$ cat src/rtl/adcseq_pkg.sv
package adcseq_pkg;

   typedef enum logic {
      PH_ACQ  = 1'b0,
      PH_CONV = 1'b1
   } phase_e;

   function automatic int unsigned max_u(input int unsigned a, input int unsigned b);
      return (a > b) ? a : b;
   endfunction

endpackage

$ cat src/rtl/adcseq_sync.sv
module adcseq_sync #(
   parameter int unsigned STAGES  = 2,
   parameter bit          RST_VAL = 1'b0
) (
   input  logic clk,
   input  logic rst,
   input  logic d,
   output logic q
);

   generate
      if (STAGES < 2) begin : g_bad_stages
         $error("adcseq_sync: STAGES must be at least 2");
      end
   endgenerate

   logic [STAGES-1:0] chain;

   always_ff @(posedge clk) begin
      if (rst) begin
         chain <= {STAGES{RST_VAL}};
      end else begin
         chain <= {chain[STAGES-2:0], d};
      end
   end

   assign q = chain[STAGES-1];

endmodule

$ cat src/rtl/adcseq_timer.sv
module adcseq_timer #(
   parameter int unsigned W = 4
) (
   input  logic         clk,
   input  logic         rst,
   input  logic         load,
   input  logic [W-1:0] load_val,
   output logic         zero
);

   generate
      if (W < 1) begin : g_bad_width
         $error("adcseq_timer: W must be at least 1");
      end
   endgenerate

   logic [W-1:0] cnt_q;

   always_ff @(posedge clk) begin
      if (rst) begin
         cnt_q <= '0;
      end else if (load) begin
         cnt_q <= load_val;
      end else if (cnt_q != '0) begin
         cnt_q <= cnt_q - 1'b1;
      end
   end

   assign zero = (cnt_q == '0);

endmodule

$ cat src/rtl/adcseq_ctrl.sv
module adcseq_ctrl
   import adcseq_pkg::*;
#(
   parameter int unsigned CONV_CYC = 18,
   parameter int unsigned ACQ_CYC  = 4,
   parameter int unsigned RES_W    = 18,
   parameter int unsigned TW       = 5,
   parameter bit          AUTO_EN  = 1'b1
) (
   input  logic             clk,
   input  logic             rst,
   input  logic             start_s_n,
   input  logic             pwr_down,
   input  logic             tmr_zero,
   output logic             tmr_load,
   output logic [TW-1:0]    tmr_val,
   output phase_e           phase,
   output logic [RES_W-1:0] res
);

   localparam logic [TW-1:0] CONV_LD = TW'(CONV_CYC - 1);
   localparam logic [TW-1:0] ACQ_LD  = TW'(ACQ_CYC - 1);

   phase_e           phase_q;
   logic             prev_q;
   logic             armed_q;
   logic [RES_W-1:0] res_q;
   logic             edge_fall;
   logic             auto_go;
   logic             go;
   logic             conv_end;

   assign edge_fall = prev_q & ~start_s_n;

   generate
      if (AUTO_EN) begin : g_auto
         assign auto_go = armed_q & ~start_s_n & tmr_zero;
      end else begin : g_noauto
         assign auto_go = 1'b0;
      end
   endgenerate

   assign go       = (phase_q == PH_ACQ) && !pwr_down && (edge_fall || auto_go);
   assign conv_end = (phase_q == PH_CONV) && tmr_zero;
   assign tmr_load = go || conv_end;
   assign tmr_val  = go ? CONV_LD : ACQ_LD;

   always_ff @(posedge clk) begin
      if (rst) begin
         phase_q <= PH_ACQ;
         prev_q  <= 1'b0;
         armed_q <= 1'b0;
         res_q   <= '0;
      end else begin
         prev_q <= start_s_n;
         if (go) begin
            phase_q <= PH_CONV;
            armed_q <= 1'b1;
         end else if (conv_end) begin
            phase_q <= PH_ACQ;
            res_q   <= res_q + 1'b1;
         end
      end
   end

   assign phase = phase_q;
   assign res   = res_q;

   // a running conversion is never cut short
   p_no_abort_r4: assert property (@(posedge clk) disable iff (rst)
      (phase_q == PH_CONV && !tmr_zero) |=> (phase_q == PH_CONV));

   // conversion ends as soon as the timer expires
   p_busy_end_r3: assert property (@(posedge clk) disable iff (rst)
      (phase_q == PH_CONV && tmr_zero) |=> (phase_q == PH_ACQ));

   // power-down holds the acquire phase
   p_pd_block_r8: assert property (@(posedge clk) disable iff (rst)
      (phase_q == PH_ACQ && pwr_down) |=> (phase_q == PH_ACQ));

   // no start before a first falling edge
   p_first_start_r7: assert property (@(posedge clk) disable iff (rst)
      (phase_q == PH_ACQ && !armed_q && !edge_fall) |=> (phase_q == PH_ACQ));

   // result steps by one at every conversion end
   p_res_step_r10: assert property (@(posedge clk) disable iff (rst)
      ($past(phase_q) == PH_CONV && phase_q == PH_ACQ)
         |-> (res_q == RES_W'($past(res_q) + 1'b1)));

endmodule

$ cat src/rtl/adc_conv_seq.sv
module adc_conv_seq
   import adcseq_pkg::*;
#(
   parameter int unsigned CONV_CYC    = 18,
   parameter int unsigned ACQ_CYC     = 4,
   parameter int unsigned RES_W       = 18,
   parameter int unsigned SYNC_STAGES = 2,
   parameter bit          AUTO_EN     = 1'b1
) (
   input  logic             clk,
   input  logic             rst,
   input  logic             cnv_start_n,
   input  logic             pwr_down,
   input  logic             cs_n,
   input  logic             rd_n,
   output logic             busy,
   output logic             acq_low_pwr,
   output logic [RES_W-1:0] rd_data
);

   localparam int unsigned MAX_CYC = max_u(CONV_CYC, ACQ_CYC);
   localparam int unsigned TW      = (MAX_CYC < 2) ? 1 : $clog2(MAX_CYC);

   generate
      if (CONV_CYC < 1) begin : g_bad_conv
         $error("adc_conv_seq: CONV_CYC must be at least 1");
      end
      if (ACQ_CYC < 1) begin : g_bad_acq
         $error("adc_conv_seq: ACQ_CYC must be at least 1");
      end
      if (RES_W < 1) begin : g_bad_res
         $error("adc_conv_seq: RES_W must be at least 1");
      end
   endgenerate

   logic             start_s_n;
   logic             tmr_zero;
   logic             tmr_load;
   logic [TW-1:0]    tmr_val;
   phase_e           phase;
   logic [RES_W-1:0] res;

   adcseq_sync #(
      .STAGES  (SYNC_STAGES),
      .RST_VAL (1'b0)
   ) u_sync (
      .clk (clk),
      .rst (rst),
      .d   (cnv_start_n),
      .q   (start_s_n)
   );

   adcseq_timer #(
      .W (TW)
   ) u_timer (
      .clk      (clk),
      .rst      (rst),
      .load     (tmr_load),
      .load_val (tmr_val),
      .zero     (tmr_zero)
   );

   adcseq_ctrl #(
      .CONV_CYC (CONV_CYC),
      .ACQ_CYC  (ACQ_CYC),
      .RES_W    (RES_W),
      .TW       (TW),
      .AUTO_EN  (AUTO_EN)
   ) u_ctrl (
      .clk       (clk),
      .rst       (rst),
      .start_s_n (start_s_n),
      .pwr_down  (pwr_down),
      .tmr_zero  (tmr_zero),
      .tmr_load  (tmr_load),
      .tmr_val   (tmr_val),
      .phase     (phase),
      .res       (res)
   );

   assign busy        = (phase == PH_CONV);
   assign acq_low_pwr = (phase == PH_ACQ);
   assign rd_data     = (!cs_n && !rd_n) ? res : '0;

endmodule

$ cat config.mk
export PLATFORM = sky130hd
export DESIGN_NAME = adc_conv_seq
export DESIGN_NICKNAME = d
export VERILOG_FILES = /design/src/rtl/adcseq_pkg.sv /design/src/rtl/adcseq_sync.sv /design/src/rtl/adcseq_timer.sv /design/src/rtl/adcseq_ctrl.sv /design/src/rtl/adc_conv_seq.sv
export SDC_FILE = /design/constraint.sdc
export NUM_CORES = 1
export LEC_CHECK = 0
export BUFFER_PORTS_ARGS = -buffer_cell sky130_fd_sc_hd__buf_2
export CAP_MARGIN = 0
export CELL_PAD_IN_SITES_DETAIL_PLACEMENT = 1
export CELL_PAD_IN_SITES_GLOBAL_PLACEMENT = 1
export CORE_MARGIN = 2
export CORE_UTILIZATION = 44
export CTS_BUF_LIST = sky130_fd_sc_hd__clkbuf_4 sky130_fd_sc_hd__clkbuf_8
export DETAILED_ROUTE_END_ITERATION = 10
export PLACE_DENSITY_LB_ADDON = 0.1
export SKIP_CTS_REPAIR_TIMING = 1
export SLEW_MARGIN = 0
export SYNTH_ARGS = -nofsm -noshare
export SYNTH_HDL_FRONTEND = slang
export SYNTH_SLANG_ARGS = --single-unit
$ cat constraint.sdc
create_clock -name clk -period 3.15 [get_ports clk]
set_input_delay 0.1575 -clock clk [delete_from_list [all_inputs] [get_ports clk]]
set_output_delay 0.1575 -clock clk [all_outputs]
set_load 0.01 [all_outputs]
==> After elaboration in Yosys (flattened, before gate mapping) <==
Cells that the tools add are included.
{ "totals": {"register_bits": 28, "input_bits": 6, "output_inout_bits": 20, "wordCells": 34} }
{ "classes": {"add_sub_neg": 2, "n_mux": 6, "bitwise": 6, "reduce_logical": 14} }
{ "op_table": {"columns": ["cell", "count"], "rows": [
  ["18-bit by 1-bit adder with 18-bit output, second input constant", 1],
  ["18-bit two-way mux", 1],
  ["5-bit two-way mux", 3],
  ["5-bit zero test", 1],
  ["5-bit nonzero test", 1],
  ["5-bit by 1-bit subtractor with 5-bit output, second input constant", 1],
  ["1-bit logical AND", 4],
  ["2-bit nonzero test", 2],
  ["1-bit bitwise AND", 3],
  ["1-bit zero test", 3],
  ["1-bit NOT", 3],
  ["1-bit logical OR", 2],
  ["1-bit two-way mux", 2],
  ["2-bit AND reduction", 1]
]} }

==> Logic depth before layout (Yosys ltp) <==
{ "logic_depth": {"word_depth": 7, "depth_mapped": 7, "mapped_depth_nobuf": 6} }

==> By module <==
A second synthesis with hierarchy kept.
{ "hier_totals": {"hier_cells": 174, "area_unflattened_um2": 1592.8} }
{ "by_module_without_submodules": {"columns": ["module", "instances", "cells_per_inst", "area_per_inst_um2", "seq_area_each_um2"], "rows": [
  ["adcseq_ctrl", 1, 115, 1009.7, 420.4],
  ["adcseq_timer", 1, 32, 287.8, 100.1],
  ["adc_conv_seq", 1, 23, 242.7, 0.0],
  ["adcseq_sync", 1, 4, 52.6, 40.0]
]} }

==> Worst setup path before layout <==
OpenSTA, ideal clock, no wires.
{ "synth_path": {"kind": "register -> register", "from": "register u_timer.cnt_q[0]", "to": "register u_ctrl.res_q[15], in the netlist u_ctrl.res[15]", "setup_time_ps": 70, "t_arrival_ps": 2090, "t_required_ps": 3080, "slack_ps": 989, "stages_incl_launch_ff": 8, "n_path_buf": 1, "period_less_slack_ps": 2161, "path_cell_list": "dfxtp_1 > inv_1 > ha_1 > or4b_1 > or4_1 > buf_2 > or3_1 > a21oi_1"} }
{ "synth_via": {"elab_chain_cells": 6, "word_cells_on_any_way": 7, "cone_classes": "2 x bitwise; 5 x reduce/logical"} }
{ "synth_lines": {"columns": ["element", "line", "rtl"], "rows": [
  ["start: declaration", "adcseq_timer.sv:17", "logic [W-1:0] cnt_q;"],
  ["start signal: assignment", "adcseq_timer.sv:23", "cnt_q <= load_val;"],
  ["start signal: assignment", "adcseq_timer.sv:25", "cnt_q <= cnt_q - 1'b1;"],
  ["5-bit zero test (*)", "adcseq_timer.sv:29", "assign zero = (cnt_q == '0);"],
  ["1-bit bitwise AND", "adcseq_ctrl.sv:37", "assign auto_go = armed_q & ~start_s_n & tmr_zero;"],
  ["1-bit logical OR", "adcseq_ctrl.sv:43", "assign go = (phase_q == PH_ACQ) && !pwr_down && (edge_fall || auto_go);"],
  ["1-bit logical AND", "adcseq_ctrl.sv:43", null],
  ["1-bit NOT (no source line)", null, null],
  ["2-bit AND reduction (no source line) (*)", null, null],
  ["end signal: assignment", "adcseq_ctrl.sv:61", "res_q <= res_q + 1'b1;"],
  ["end: declaration", "adcseq_ctrl.sv:27", "logic [RES_W-1:0] res_q;"]
]} }
Every way passes the cells marked *; elsewhere a longest branch is shown, timed or not.
A chain may end at the register's enable or synchronous reset.

==> Worst setup path after layout <==
Same ends and word-level chain as after synthesis.

==> results.json <==
{
  "portBuffers": 25,
  "syn_avg_cell_area_um2": 8.11,
  "synth.top_cell.area_share_pct": 41.9,
  "p_per_area_nw_per_um2": 555,
  "drt_first_pass_iters": 4,
  "finClkSkew_ns": 0.00598,
  "drc": 0,
  "clk_pin_slew_ns": 0.15,
  "synth_area_um2": 1340,
  "fmax_mhz": 388,
  "cts_root_buffer": "clkbuf_4",
  "io_pins": 26,
  "grt_pass1_vias": 1194,
  "cp.arrival_ns": 2.84,
  "grt_usage_pct": 20.6,
  "critical_path.cell_chain": "inv_1, ha_1, or4b_1, or4_1, or3_1, a21oi_1",
  "overflow": 0,
  "layout-drive-gt1-share_pct": 16.1,
  "seq_area_frac_synth_pct": 41.9,
  "rows": 20,
  "wirelength_um": 3110,
  "antenna_found_initial": 0,
  "synth-edff-count": 0,
  "viasPerCell": 5.54,
  "initialDrtViolationCount": 22,
  "cts_tree": "yes",
  "tns_ns": 0,
  "syn2layout_area_growth_pct": 13.9,
  "worst-path-max-fanout": 12,
  "post-route-util_pct": 51.2,
  "critPathRequiredTime_ns": 3.41,
  "outcome": "finished, final reports clean",
  "yosys.area.top_type": "dfxtp_1",
  "async_flop_share_pct": 0,
  "hold_violations": 0,
  "antenna_cells": 0,
  "route.vias.total": 1213,
  "die_w_um": 59.1,
  "min_path_type": "in -> reg",
  "nNetsFinal": 195,
  "setup_viol": 0,
  "yosysUniqueCellTypes": 29,
  "grt_pass1_wl_um": 5610,
  "grt_max_degree": 30,
  "initial_core_util_pct": 44.9,
  "cts_num_sinks": 28,
  "postRouteAntennaNets": 0,
  "leakage_nw": 0.579,
  "ir_drop_uv": 347,
  "gp_congestion": 0.783,
  "syn-num-nets": 173,
  "coreArea_um2": 2980,
  "worstMarginPinSlew_ns": 0.725,
  "period_share_pct": 81.9,
  "ys_top_cells_by_area": "dfxtp_1 (42%), and2_1 (7.5%), a21oi_1 (5.2%)",
  "period_needed_ns": 2.58,
  "critPathMaxStageDelay_ns": 0.71,
  "crit_type": "reg -> reg",
  "cts-htree-levels": 1,
  "cts.path.max_buffers": 2,
  "clkLatencyLatePin_ns": 0.32,
  "yosys_warnings": 0,
  "drv_slew": 0,
  "cap_violations": 0,
  "wire_per_inst_um": 14.2,
  "relSlewSlack_pct": 51.2,
  "yosysMostFrequentCell": "dfxtp_1",
  "startpoint_type": "flip-flop",
  "critPathSlowestCell": "or4_1",
  "synth_common_cells": "dfxtp_1 (28), and2_1 (16), a21oi_1 (14), nor2_1 (14)",
  "grt_setup_unrepaired": "no",
  "syn-instance-count": 165,
  "dieArea_um2": 3500,
  "cts_buffers": 3,
  "place_hpwl_um": 2320,
  "ys_ff_latch": 28,
  "ys_dominant_reg_cell": "dfxtp_1",
  "die_y_um": 59.1,
  "worstSetupEndpointType": "flip-flop"
}
-- cell type report --
class	instances	area, um^2
tap	33	41.3
sequential	28	561
multi-input combinational	121	714
fill	373	1450
clock inverter	1	30.0
clock buffer	3	22.5
inverter	8	30.0
timing repair buffer	25	125
-- through the flow --
stage | instances | setup slack, ns | instance area (um^2) | hold slack (ns) | power [mW]
2_1_floorplan | 165 | 0.989 | 1340 | 0.286 | 0.562
3_3_place_gp | 215 | 0.711 | 1470 | 0.365 | 0.595
3_5_place_dp | 215 | 0.597 | 1470 | 0.376 | 0.617
4_1_cts | 219 | 0.572 | 1520 | 0.0281 | 0.851
5_1_grt | 219 | 0.393 | 1520 | 0.0363 | 0.902
6_report | 219 | 0.571 | 1520 | 0.0311 | 0.845
-- cells in the final DEF, fill, tap and decap left out, drive strengths merged --
cell	Yosys	layout
a2111oi	1	1
a21oi	14	14
and2	16	16
and4	1	1
buf	3	25
bufinv	0	1
clkbuf	5	3
dfxtp	28	28
ha	2	2
inv	8	8
mux2	1	1
mux2i	1	1
nand2	10	10
nand3	9	9
nand4	5	5
nand4b	1	1
nor2	14	14
nor2b	4	4
nor3	10	10
nor3b	1	1
nor4	2	2
nor4b	1	1
o21ai	8	8
or3	7	7
or4	3	3
or4b	1	1
xnor2	7	7
xor2	2	2
-- routing by layer --
layer / wire [um] / GRT usage [%] / vias up / share of wire, %
li1: - / - / 608 / -
met1: 1510 / 27.3 / 588 / 49
met2: 1520 / 35.4 / 15 / 49
met3: 59 / 1.97 / 2 / 1.9
met4: 19 / 6.17 / 0 / 0.61
met5: 0 / 0 / - / 0
-- state kept, by name, indices dropped and copies added, names as in the netlist --
register and count:
u_ctrl.res 18, u_timer.cnt_q 5, u_sync.chain 2, u_ctrl.armed_q 1, u_ctrl.phase 1, u_ctrl.prev_q 1
-- cells by family after synthesis --
group           synth area share [%]
xor+xnor                        5.89
simple gates                    35.2
flops                           41.9
compound gates                  8.89
mux                             1.59
fa+ha+maj                       1.87
buf+inv                         4.68
-- path summary, 6_finish.rpt --
kind / cells past startpoint / start / slack [ns] / end
worst max-delay path: 6 / u_timer.cnt_q[0]$_SDFFE_PP0P_ / 0.57 / u_ctrl.res[15]$_SDFFE_PP0P_
worst min-delay path: 2 / cnv_start_n / 0.03 / u_sync.chain[0]$_SDFF_PP0_
worst max register to register: 6 / u_timer.cnt_q[0]$_SDFFE_PP0P_ / 0.57 / u_ctrl.res[15]$_SDFFE_PP0P_
worst min register to register: 2 / u_ctrl.armed_q$_SDFFE_PP0P_ / 0.46 / u_ctrl.armed_q$_SDFFE_PP0P_
-- worst max-delay path: cells and delay by family, from the launching register on --
| kind | cells | cell delay (ns) |
|---|---|---|
| simple gates | 3 | 1.73 |
| flops | 1 | 0.35 |
| fa+ha+maj | 1 | 0.22 |
| compound gates | 1 | 0.14 |
| buf+inv | 1 | 0.08 |
-- report_power, final --
group          switching, mW  internal (mW)
logic                  0.124         0.0751
clock network          0.107          0.129
registers             0.0293          0.381
total                  0.260          0.585
Power figures use the tool's default switching activity.
